[src/rtl/bank_rf_pkg.sv]
package bank_rf_pkg;

    localparam int PSR_W       = 32;
    localparam int ARCH_IDX_W  = 4;
    localparam int MODE_W      = 5;
    localparam int SHARED_N    = 15;
    localparam int FIQ_N       = 7;
    localparam int EXC_PAIR_N  = 2;
    localparam int EXC_SMALL_N = 4;
    localparam int FIQ_BASE    = SHARED_N;
    localparam int EXC_BASE    = FIQ_BASE + FIQ_N;
    localparam int PC_PHYS     = EXC_BASE + EXC_PAIR_N * EXC_SMALL_N;
    localparam int PHYS_N      = PC_PHYS + 1;
    localparam int PHYS_IDX_W  = $clog2(PHYS_N);
    localparam int N_SPSR      = 5;

    localparam logic [MODE_W-1:0] MODE_USR = 5'b10000;
    localparam logic [MODE_W-1:0] MODE_FIQ = 5'b10001;
    localparam logic [MODE_W-1:0] MODE_IRQ = 5'b10010;
    localparam logic [MODE_W-1:0] MODE_SVC = 5'b10011;
    localparam logic [MODE_W-1:0] MODE_ABT = 5'b10111;
    localparam logic [MODE_W-1:0] MODE_UND = 5'b11011;
    localparam logic [MODE_W-1:0] MODE_SYS = 5'b11111;

    localparam logic [PSR_W-1:0] PSR_FLAG_MASK = 32'hF000_0000;
    localparam logic [PSR_W-1:0] PSR_CTRL_MASK = 32'h0000_00FF;
    localparam logic [PSR_W-1:0] PSR_RESET     = {27'd0, MODE_SVC};

    typedef enum logic [2:0] {
        BK_USR = 3'd0,
        BK_FIQ = 3'd1,
        BK_IRQ = 3'd2,
        BK_SVC = 3'd3,
        BK_ABT = 3'd4,
        BK_UND = 3'd5
    } bank_e;

    typedef struct packed {
        bank_e bank;
        logic  legal;
        logic  has_spsr;
    } mode_info_t;

    function automatic mode_info_t decode_mode(logic [MODE_W-1:0] m);
        mode_info_t r;
        r = '{bank: BK_USR, legal: 1'b1, has_spsr: 1'b0};
        case (m)
            MODE_USR, MODE_SYS: r = '{bank: BK_USR, legal: 1'b1, has_spsr: 1'b0};
            MODE_FIQ: r = '{bank: BK_FIQ, legal: 1'b1, has_spsr: 1'b1};
            MODE_IRQ: r = '{bank: BK_IRQ, legal: 1'b1, has_spsr: 1'b1};
            MODE_SVC: r = '{bank: BK_SVC, legal: 1'b1, has_spsr: 1'b1};
            MODE_ABT: r = '{bank: BK_ABT, legal: 1'b1, has_spsr: 1'b1};
            MODE_UND: r = '{bank: BK_UND, legal: 1'b1, has_spsr: 1'b1};
            default:  r = '{bank: BK_USR, legal: 1'b0, has_spsr: 1'b0};
        endcase
        return r;
    endfunction

    // Physical layout: 0..14 shared, 15..21 fast-interrupt 8..14,
    // 22..29 stack/link pairs for the four small banks, 30 program counter.
    function automatic logic [PHYS_IDX_W-1:0] map_phys(logic [ARCH_IDX_W-1:0] a, bank_e b);
        logic [PHYS_IDX_W-1:0] r;
        logic [2:0]            k;
        r = {1'b0, a};
        k = 3'(b) - 3'(BK_IRQ);
        if (a == 4'd15) begin
            r = PHYS_IDX_W'(PC_PHYS);
        end else if (b == BK_FIQ && a >= 4'd8) begin
            r = PHYS_IDX_W'(FIQ_BASE) + {2'b00, a[2:0]};
        end else if ((b == BK_IRQ || b == BK_SVC || b == BK_ABT || b == BK_UND) && a >= 4'd13) begin
            r = PHYS_IDX_W'(EXC_BASE) + {1'b0, k, 1'b0} + ((a == 4'd14) ? 5'd1 : 5'd0);
        end
        return r;
    endfunction

    function automatic logic [PSR_W-1:0] psr_merge(logic [PSR_W-1:0] old_v,
                                                   logic [PSR_W-1:0] new_v,
                                                   logic [1:0]       sel);
        logic [PSR_W-1:0] m;
        m = '0;
        if (sel[1]) m = m | PSR_FLAG_MASK;
        if (sel[0]) m = m | PSR_CTRL_MASK;
        return (old_v & ~m) | (new_v & m);
    endfunction

endpackage

[src/rtl/brf_status.sv]
module brf_status
    import bank_rf_pkg::*;
(
    input  logic             clk,
    input  logic             rst,
    input  logic             cpsr_wr_en,
    input  logic [1:0]       cpsr_wr_mask,
    input  logic [PSR_W-1:0] cpsr_wdata,
    output logic [PSR_W-1:0] cpsr_rdata,
    input  logic             spsr_wr_en,
    input  logic [1:0]       spsr_wr_mask,
    input  logic [PSR_W-1:0] spsr_wdata,
    output logic [PSR_W-1:0] spsr_rdata,
    output mode_info_t       minfo
);
    logic [PSR_W-1:0] cpsr_q;
    logic [PSR_W-1:0] spsr_q [N_SPSR];
    logic [2:0]       spsr_sel;

    assign minfo      = decode_mode(cpsr_q[MODE_W-1:0]);
    assign cpsr_rdata = cpsr_q;
    assign spsr_sel   = 3'(minfo.bank) - 3'd1;

    always_ff @(posedge clk) begin
        if (rst) begin
            cpsr_q <= PSR_RESET;
        end else if (cpsr_wr_en) begin
            cpsr_q <= psr_merge(cpsr_q, cpsr_wdata, cpsr_wr_mask);
        end
    end

    for (genvar g = 0; g < N_SPSR; g++) begin : g_spsr
        always_ff @(posedge clk) begin
            if (rst) begin
                spsr_q[g] <= '0;
            end else if (spsr_wr_en && minfo.has_spsr && spsr_sel == 3'(g)) begin
                spsr_q[g] <= psr_merge(spsr_q[g], spsr_wdata, spsr_wr_mask);
            end
        end
    end

    always_comb begin
        spsr_rdata = '0;
        for (int i = 0; i < N_SPSR; i++) begin
            if (minfo.has_spsr && spsr_sel == 3'(i)) spsr_rdata = spsr_q[i];
        end
    end

endmodule

[src/rtl/brf_port_map.sv]
module brf_port_map
    import bank_rf_pkg::*;
#(
    parameter int N_PORTS = 3
) (
    input  logic  [N_PORTS-1:0][ARCH_IDX_W-1:0] arch_idx,
    input  bank_e                               bank,
    output logic  [N_PORTS-1:0][PHYS_IDX_W-1:0] phys_idx
);
    for (genvar p = 0; p < N_PORTS; p++) begin : g_port
        assign phys_idx[p] = map_phys(arch_idx[p], bank);
    end
endmodule

[src/rtl/brf_gpr_bank.sv]
module brf_gpr_bank
    import bank_rf_pkg::*;
#(
    parameter int DATA_W = 32
) (
    input  logic                  clk,
    input  logic                  rst,
    input  logic                  we,
    input  logic [PHYS_IDX_W-1:0] waddr,
    input  logic [DATA_W-1:0]     wdata,
    input  logic [PHYS_IDX_W-1:0] raddr_a,
    input  logic [PHYS_IDX_W-1:0] raddr_b,
    output logic [DATA_W-1:0]     rdata_a,
    output logic [DATA_W-1:0]     rdata_b
);
    logic [DATA_W-1:0] cell_q [PHYS_N];

    for (genvar g = 0; g < PHYS_N; g++) begin : g_cell
        always_ff @(posedge clk) begin
            if (rst) begin
                cell_q[g] <= '0;
            end else if (we && waddr == PHYS_IDX_W'(g)) begin
                cell_q[g] <= wdata;
            end
        end
    end

    always_comb begin
        rdata_a = '0;
        rdata_b = '0;
        for (int i = 0; i < PHYS_N; i++) begin
            if (raddr_a == PHYS_IDX_W'(i)) rdata_a = cell_q[i];
            if (raddr_b == PHYS_IDX_W'(i)) rdata_b = cell_q[i];
        end
    end
endmodule

[src/rtl/bank_regfile.sv]
module bank_regfile
    import bank_rf_pkg::*;
#(
    parameter int DATA_W = 32
) (
    input  logic              clk,
    input  logic              rst,
    input  logic [3:0]        rd_a_idx,
    output logic [DATA_W-1:0] rd_a_data,
    input  logic [3:0]        rd_b_idx,
    output logic [DATA_W-1:0] rd_b_data,
    input  logic              wr_en,
    input  logic [3:0]        wr_idx,
    input  logic [DATA_W-1:0] wr_data,
    input  logic              cpsr_wr_en,
    input  logic [1:0]        cpsr_wr_mask,
    input  logic [31:0]       cpsr_wdata,
    output logic [31:0]       cpsr_rdata,
    input  logic              spsr_wr_en,
    input  logic [1:0]        spsr_wr_mask,
    input  logic [31:0]       spsr_wdata,
    output logic [31:0]       spsr_rdata,
    output logic              mode_illegal
);
    localparam int N_PORTS = 3;

    mode_info_t                             minfo;
    logic [N_PORTS-1:0][ARCH_IDX_W-1:0]     arch_idx;
    logic [N_PORTS-1:0][PHYS_IDX_W-1:0]     phys_idx;

    assign arch_idx[0] = wr_idx;
    assign arch_idx[1] = rd_a_idx;
    assign arch_idx[2] = rd_b_idx;

    brf_status u_status (
        .clk          (clk),
        .rst          (rst),
        .cpsr_wr_en   (cpsr_wr_en),
        .cpsr_wr_mask (cpsr_wr_mask),
        .cpsr_wdata   (cpsr_wdata),
        .cpsr_rdata   (cpsr_rdata),
        .spsr_wr_en   (spsr_wr_en),
        .spsr_wr_mask (spsr_wr_mask),
        .spsr_wdata   (spsr_wdata),
        .spsr_rdata   (spsr_rdata),
        .minfo        (minfo)
    );

    brf_port_map #(.N_PORTS(N_PORTS)) u_map (
        .arch_idx (arch_idx),
        .bank     (minfo.bank),
        .phys_idx (phys_idx)
    );

    brf_gpr_bank #(.DATA_W(DATA_W)) u_gpr (
        .clk     (clk),
        .rst     (rst),
        .we      (wr_en),
        .waddr   (phys_idx[0]),
        .wdata   (wr_data),
        .raddr_a (phys_idx[1]),
        .raddr_b (phys_idx[2]),
        .rdata_a (rd_a_data),
        .rdata_b (rd_b_data)
    );

    assign mode_illegal = ~minfo.legal;

endmodule

[config.mk]
export PLATFORM = sky130hd
export DESIGN_NAME = bank_regfile
export DESIGN_NICKNAME = d
export VERILOG_FILES = /design/src/rtl/bank_rf_pkg.sv /design/src/rtl/brf_status.sv /design/src/rtl/brf_port_map.sv /design/src/rtl/brf_gpr_bank.sv /design/src/rtl/bank_regfile.sv
export SDC_FILE = /design/constraint.sdc
export NUM_CORES = 2
export LEC_CHECK = 0
export CAP_MARGIN = 20
export CORE_ASPECT_RATIO = 1.25
export CORE_UTILIZATION = 45
export DETAILED_ROUTE_END_ITERATION = 10
export GPL_TIMING_DRIVEN = 1
export PLACE_DENSITY_LB_ADDON = 0.1
export REMOVE_ABC_BUFFERS = 1
export SETUP_SLACK_MARGIN = 0.4
export SLEW_MARGIN = 20
export SYNTH_ARGS = -nofsm -noshare
export SYNTH_HDL_FRONTEND = slang
export SYNTH_SLANG_ARGS = --single-unit
export TNS_END_PERCENT = 5
[constraint.sdc]
create_clock -name clk -period 8.89 [get_ports clk]
set_clock_uncertainty 0.1 [all_clocks]
set_input_delay 2.667 -clock clk [delete_from_list [all_inputs] [get_ports clk]]
set_output_delay 2.667 -clock clk [all_outputs]
set_load 0.02 [all_outputs]
# [Yosys cells after proc, flatten, opt, wreduce, memory -nomap -nowiden]
# Memory sizes are Yosys's and may differ from the RTL's.
# Index checks and enable logic that the tools add are counted.
[word_totals] reg_bits=32 wordCells=489 ram_bits=1152 output_inout_bits=129 input_bits=117 n_memories=2
[op_classes] order_cmp=6 mux=242 eq_ne=112 n_reduce_logical=56 bitwise=61 n_addsub=9
[memory_table] name="u_gpr.cell_q" depth=31 word_bits=32 rd=31 rd_ports_with_merged_regs=0 wr=31 line="brf_gpr_bank.sv:16" rtl="logic [DATA_W-1:0] cell_q [PHYS_N];"
[memory_table] name="u_status.spsr_q" depth=5 word_bits=32 rd=5 rd_ports_with_merged_regs=0 wr=5 line="brf_status.sv:17" rtl="logic [PSR_W-1:0] spsr_q [N_SPSR];"
[ops] operator="$mux W32" count=117
[ops] operator="$and A32 B32 Y32" count=12
[ops] operator="$eq A5 B5 Y1 const B" count=52
[ops] operator="$not A32 Y32" count=6
[ops] operator="$or A32 B32 Y32" count=6
[ops] operator="$eq A5 B4 Y1 const B" count=24
[ops] operator="$mux W1" count=113
[ops] operator="$eq A5 B3 Y1 const B" count=12
[ops] operator="$logic_and A1 B1 Y1" count=48
[ops] operator="$mux W5" count=9
[ops] operator="$or A1 B1 Y1" count=36
[ops] operator="$eq A5 B2 Y1 const B" count=6
[ops] operator="$pmux W5 S6" count=1
[ops] operator="$eq A4 B4 Y1 const B" count=6
[ops] operator="$ge A4 B4 Y1 const B" count=6
[ops] operator="$mux W8" count=2
[ops] operator="$add A4 B3 Y5 const A" count=3
[ops] operator="$add A5 B5 Y5" count=3
[ops] operator="$eq A5 B1 Y1 const B" count=3
[ops] operator="$logic_not A5 Y1" count=3
[ops] operator="$eq A3 B2 Y1 const B" count=4
[ops] operator="$eq A3 B3 Y1 const B" count=3
[ops] operator="$eq A3 B1 Y1 const B" count=2
[ops] operator="$add A5 B4 Y5 const A" count=1
[ops] operator="other kinds (6)" count=8

# [Depth between registers and ports, before layout]
[logic_depth] ltp_word=43 depth_mapped=25 ltp_nobuf=18

# [Cells and area by module]
# Synthesis repeated with hierarchy kept, for this count alone.
[hier_totals] hier_cells=5823 area_unflattened_um2=60940.9
[by_module_without_submodules] module="brf_gpr_bank" instances=1 cells_each=5257 seq_area_each_um2=29788.6 area_per_inst_um2=55698.4
[by_module_without_submodules] module="brf_status" instances=1 cells_each=452 seq_area_each_um2=2042.0 area_per_inst_um2=4410.5
[by_module_without_submodules] module="brf_port_map" instances=1 cells_each=113 seq_area_each_um2=0.0 area_per_inst_um2=828.3
[by_module_without_submodules] module="bank_regfile" instances=1 cells_each=1 seq_area_each_um2=0.0 area_per_inst_um2=3.8

# [Worst setup path after synthesis]
# No wires, ideal clock.
[synth_path] kind="input to output" start="in rd_a_idx[0]" end="out rd_a_data[18]" required_time_ps=6123 path_buffers=3 path_stages=14 arrival_time_ps=5751 slack_ps=372 path_cell_list="inv_1 -> ha_1 -> nor2b_1 -> nor3_4 -> a211oi_2 -> or3_1 -> buf_4 -> buf_6 -> buf_2 -> a211o_1 -> a2111oi_0 -> o221ai_1 -> a21oi_1 -> a2bb2oi_1"
[synth_via] elab_chain_cells=38 elab_cells_between_ends=74 cone_classes="2 x add/sub; 2 x order compare; 32 x eq/ne; 35 x mux; 3 x reduce/logical"
[synth_rtl] element="start, declared" line="bank_regfile.sv:8" rtl="input logic [3:0] rd_a_idx,"
[synth_rtl] element="$eq A4 B4 Y1" line="bank_rf_pkg.sv:71" rtl="r = PHYS_IDX_W'(EXC_BASE) + {1'b0, k, 1'b0} + ((a == 4'd14) ? 5'd1 : 5'd0);"
[synth_rtl] element="$mux W1" line="bank_rf_pkg.sv:71"
[synth_rtl] element="$add A5 B5 Y5" line="bank_rf_pkg.sv:71"
[synth_rtl] element="$mux W5" line="bank_rf_pkg.sv:70" rtl="end else if ((b == BK_IRQ || b == BK_SVC || b == BK_ABT || b == BK_UND) && a >= 4'd13) begin"
[synth_rtl] element="$mux W5" line="bank_rf_pkg.sv:68" rtl="end else if (b == BK_FIQ && a >= 4'd8) begin"
[synth_rtl] element="$mux W5 (*)" line="bank_rf_pkg.sv:66" rtl="if (a == 4'd15) begin"
[synth_rtl] element="$logic_not A5 Y1" line="brf_gpr_bank.sv:32" rtl="if (raddr_a == PHYS_IDX_W'(i)) rdata_a = cell_q[i];"
[synth_rtl] element="$mux W32 (30 in series)" line="brf_gpr_bank.sv:32"
[synth_rtl] element="$mux W32 (*)" line="brf_gpr_bank.sv:32"
[synth_rtl] element="end, declared" line="bank_regfile.sv:9" rtl="output logic [DATA_W-1:0] rd_a_data,"
# Every way passes the cells marked *; elsewhere a longest branch is shown, timed or not.

# [Worst setup path after layout]
[layout_path] start="in rd_a_idx[0]" end="out rd_a_data[16]"
# Same word-level chain as after synthesis.

==> results.yml <==
run_status:
  status: "finished, violations left"
  failed_checks: "negative setup slack"
yosys:
  netlist-cell-type-count: 87
  yosysTopAreaCell: "sky130_fd_sc_hd__edfxtp_1"
  synthesis.area_per_instance_sq_um: 10.6
  most_common_cell_in_the_netlist: "sky130_fd_sc_hd__edfxtp_1"
  synth_sequential_area_ratio_pct: 54.3
  post_synth_most_frequent_cells: "sky130_fd_sc_hd__edfxtp_1 (1,052), sky130_fd_sc_hd__and2_1 (1,000), sky130_fd_sc_hd__nand2_1 (396)"
  async_flop_share_pct: 0
  syn-cell-area_sq_mm: 0.0586
  synth.top_cells.by_area: "sky130_fd_sc_hd__edfxtp_1 (54%), sky130_fd_sc_hd__and2_1 (11%), sky130_fd_sc_hd__a21oi_1 (2.7%)"
  synth_enable_flop_cells: 1052
  ys.warnings.count: 0
  synthFlopType: "sky130_fd_sc_hd__edfxtp_1"
  synth_instances: 5525
  synth_top_area_share_pct: 53.9
  synth_register_bits: 1064
route:
  drt-vias-per-instance: 6.43
  via_count: 52258
  post_drt_wl_per_cell_um: 31.9
  drcViolationCount: 0
  drt_iter0_drc: 6967
  postRouteWirelength_um: 259000
  postRouteAntennaNets: 0
  drt_first_pass_iters: 6
finish:
  layout-drive-gt1-share_pct: 27.7
  final_area_sq_mm: 0.0767
  fillerInstances: 10906
  flow.area_growth_from_synthesis_pct: 30.9
  finish.net_count: 6460
die:
  placementRows: 147
  floorplan.initialDensity_pct: 45.5
  die_w_um: 325
  die_height_um: 405
  num_io_pins: 246
  design.die.area_sq_mm: 0.132
  floorplan.core_area_sq_mm: 0.129
hold_path:
  min-delay-path-class: "reg -> reg"
critical_path:
  critical_path_peak_fanout: 8
  critical_path_class: "in -> out"
  critical_path_arrival_ns: 6.22
  worstPathRequired_ns: 6.12
  end_kind: "primary output"
  type_of_origin_of_the_critical_path: "input pin"
sta:
  final-setup-viol-count: 16
  rsz0062_at_grt: "yes"
  timing.slew.headroom_pct: 27.8
  final_period_minus_worst_setup_slack_ns: 8.99
  final-max-slew-violation-count: 0
  hold_viol_final: 0
  layout_worst_path_cycle_share_pct: 101
  pin_slew_with_the_least_headroom_to_its_limit_ns: 1.08
  fin_tns_setup_ns: -0.728
  clock.fmax_mhz: 111
  post-route-worst-setup-slack_ns: -0.0985
cts:
  holdBufCountCts: 0
  cts-buffers-inserted: 116
  clk_path_buf_depth: 3
  cts_htree_levels: 3
  worst_setup_hold_path_clk_slew_ns: 0.06
  clkLatencyLatePin_ns: 0.76
  clock_sink_count: 1064
  ctsRootBufferMaster: "sky130_fd_sc_hd__clkbuf_16"
  cts_tree: "done"
grt:
  first_global_vias: 50238
  grt_pass1_wl_um: 366000
  grt_max_degree: 49
  grt_antenna_before_repair: 5
  grt.total_usage_pct: 38.5
  globalRoute.totalOverflow: 0
power:
  power.static_leakage_uw: 0.0292
  fin_total_pwr_uw: 16400
  vdd_drop_max_uv: 164
  power_density_mw_per_mm2: 214
placed_design:
  post_dp_cell_area_sq_mm: 0.0690
  place_congestion: 0.999
  hpwlAfterDp_um: 183000
  io_buffers: 165
flow_run:
  cap_violations: 0
## metrics by stage
step / hold WS (ns) / utilization (%) / worst slack, ns / cells
final: 0.353 / 59.6 / -0.0985 / 8130
after global placement: 0.343 / 53.5 / -1.43 / 7830
after global routing: 0.379 / 59.6 / -0.153 / 8128
after floorplan: 0.428 / - / -6.02 / 5008
after detailed placement: 0.349 / 53.6 / -1.38 / 7832
after CTS: 0.356 / 59.3 / -0.0436 / 8118
## cells in the final DEF, fill, tap and decap left out, types with 78 or more instances in the layout
master,count
sky130_fd_sc_hd__a21oi_1,269
sky130_fd_sc_hd__a22o_1,84
sky130_fd_sc_hd__a22oi_1,135
sky130_fd_sc_hd__and2_1,998
sky130_fd_sc_hd__buf_12,97
sky130_fd_sc_hd__buf_4,847
sky130_fd_sc_hd__buf_6,101
sky130_fd_sc_hd__clkbuf_16,121
sky130_fd_sc_hd__clkdlybuf4s50_1,78
sky130_fd_sc_hd__edfxtp_1,1052
sky130_fd_sc_hd__mux2i_1,127
sky130_fd_sc_hd__nand2_1,371
sky130_fd_sc_hd__nand3_1,127
sky130_fd_sc_hd__nor2_1,246
sky130_fd_sc_hd__o21ai_0,155
sky130_fd_sc_hd__o22ai_1,212
## critical path: stages
cell,delay (ns)
sky130_fd_sc_hd__buf_12,0.12
sky130_fd_sc_hd__clkinv_8,0.05
sky130_fd_sc_hd__ha_4,0.13
sky130_fd_sc_hd__nor2b_4,0.21
sky130_fd_sc_hd__nor3_4,0.07
sky130_fd_sc_hd__buf_4,0.14
sky130_fd_sc_hd__a211o_1,0.32
sky130_fd_sc_hd__buf_12,0.16
sky130_fd_sc_hd__nand2_8,0.11
sky130_fd_sc_hd__buf_12,0.17
sky130_fd_sc_hd__buf_8,0.14
sky130_fd_sc_hd__nor3_4,0.06
sky130_fd_sc_hd__buf_6,0.15
sky130_fd_sc_hd__buf_4,0.14
sky130_fd_sc_hd__buf_4,0.13
sky130_fd_sc_hd__nor2_1,0.11
sky130_fd_sc_hd__o21ai_0,0.10
sky130_fd_sc_hd__o211ai_1,0.38
sky130_fd_sc_hd__o211ai_1,0.39
sky130_fd_sc_hd__nand4_1,0.29
sky130_fd_sc_hd__buf_4,0.18
## power by group
part	internal (uW)	total (uW)	switching, uW
Sequential	5780	5940	166
Combinational	2210	5480	3280
Clock	2880	5000	2120
## final timing paths
path                     from                    to  slack (ns)  cells past startpoint
setup reg to reg         flop  u_gpr.cell_q[1][423]        2.91                     14
setup / recovery  rd_a_idx[0]         rd_a_data[16]        -0.1                     21
hold reg to reg          flop                  flop        0.35                      2
hold / removal           flop                  flop        0.35                      2
## layer usage
metal	up-vias	share of wire, %	routed length [um]	global-route usage (%)
met3	620	11	27500	7.33
met2	3362	46	119000	61.4
li1	22224	-	-	-
met5	-	0.0058	15	0
met4	2	4.5	11700	15.8
met1	26050	39	101000	51.4
## cell families after synthesis
logic type,Yosys count,synth area share (%)
other,1,0.00640
xor gates and xnor gates,2,0.0619
adders and majority gates,23,0.491
DFF,1064,54.3
and+or+nand+nor,2179,20.0
muxes,185,3.28
buffers and inverters,581,4.29
AOI/OAI and AO/OA,1490,17.5
## state kept, by name, indices dropped and copies added, names as in the netlist, named ones only
register         cells
u_gpr.cell_q       992
u_status.spsr_q     60
## repair_timing
item / 4_1_cts / 5_1_grt
pin swaps: 187 / 61
setup endpoints to repair: 64 / 76
buffers inserted: 69 / 7
gates resized for setup: 791 / 77
gates cloned: 6 / 0
## area by class of cell
cell class                      instances  area, sq um  area share [%]
Clock buffer                          139         3070            4.01
Multi-Input combinational cell       3919        27600            36.0
Inverter                               25          121           0.158
Sequential cell                      1064        31800            41.5
Tap cell                             1713         2140            2.79
Clock inverter                         72          741           0.966
Antenna cell                            4         10.0          0.0130
Timing Repair Buffer                 1194        11200            14.5
Note: power is estimated with default switching activity, not from simulation.
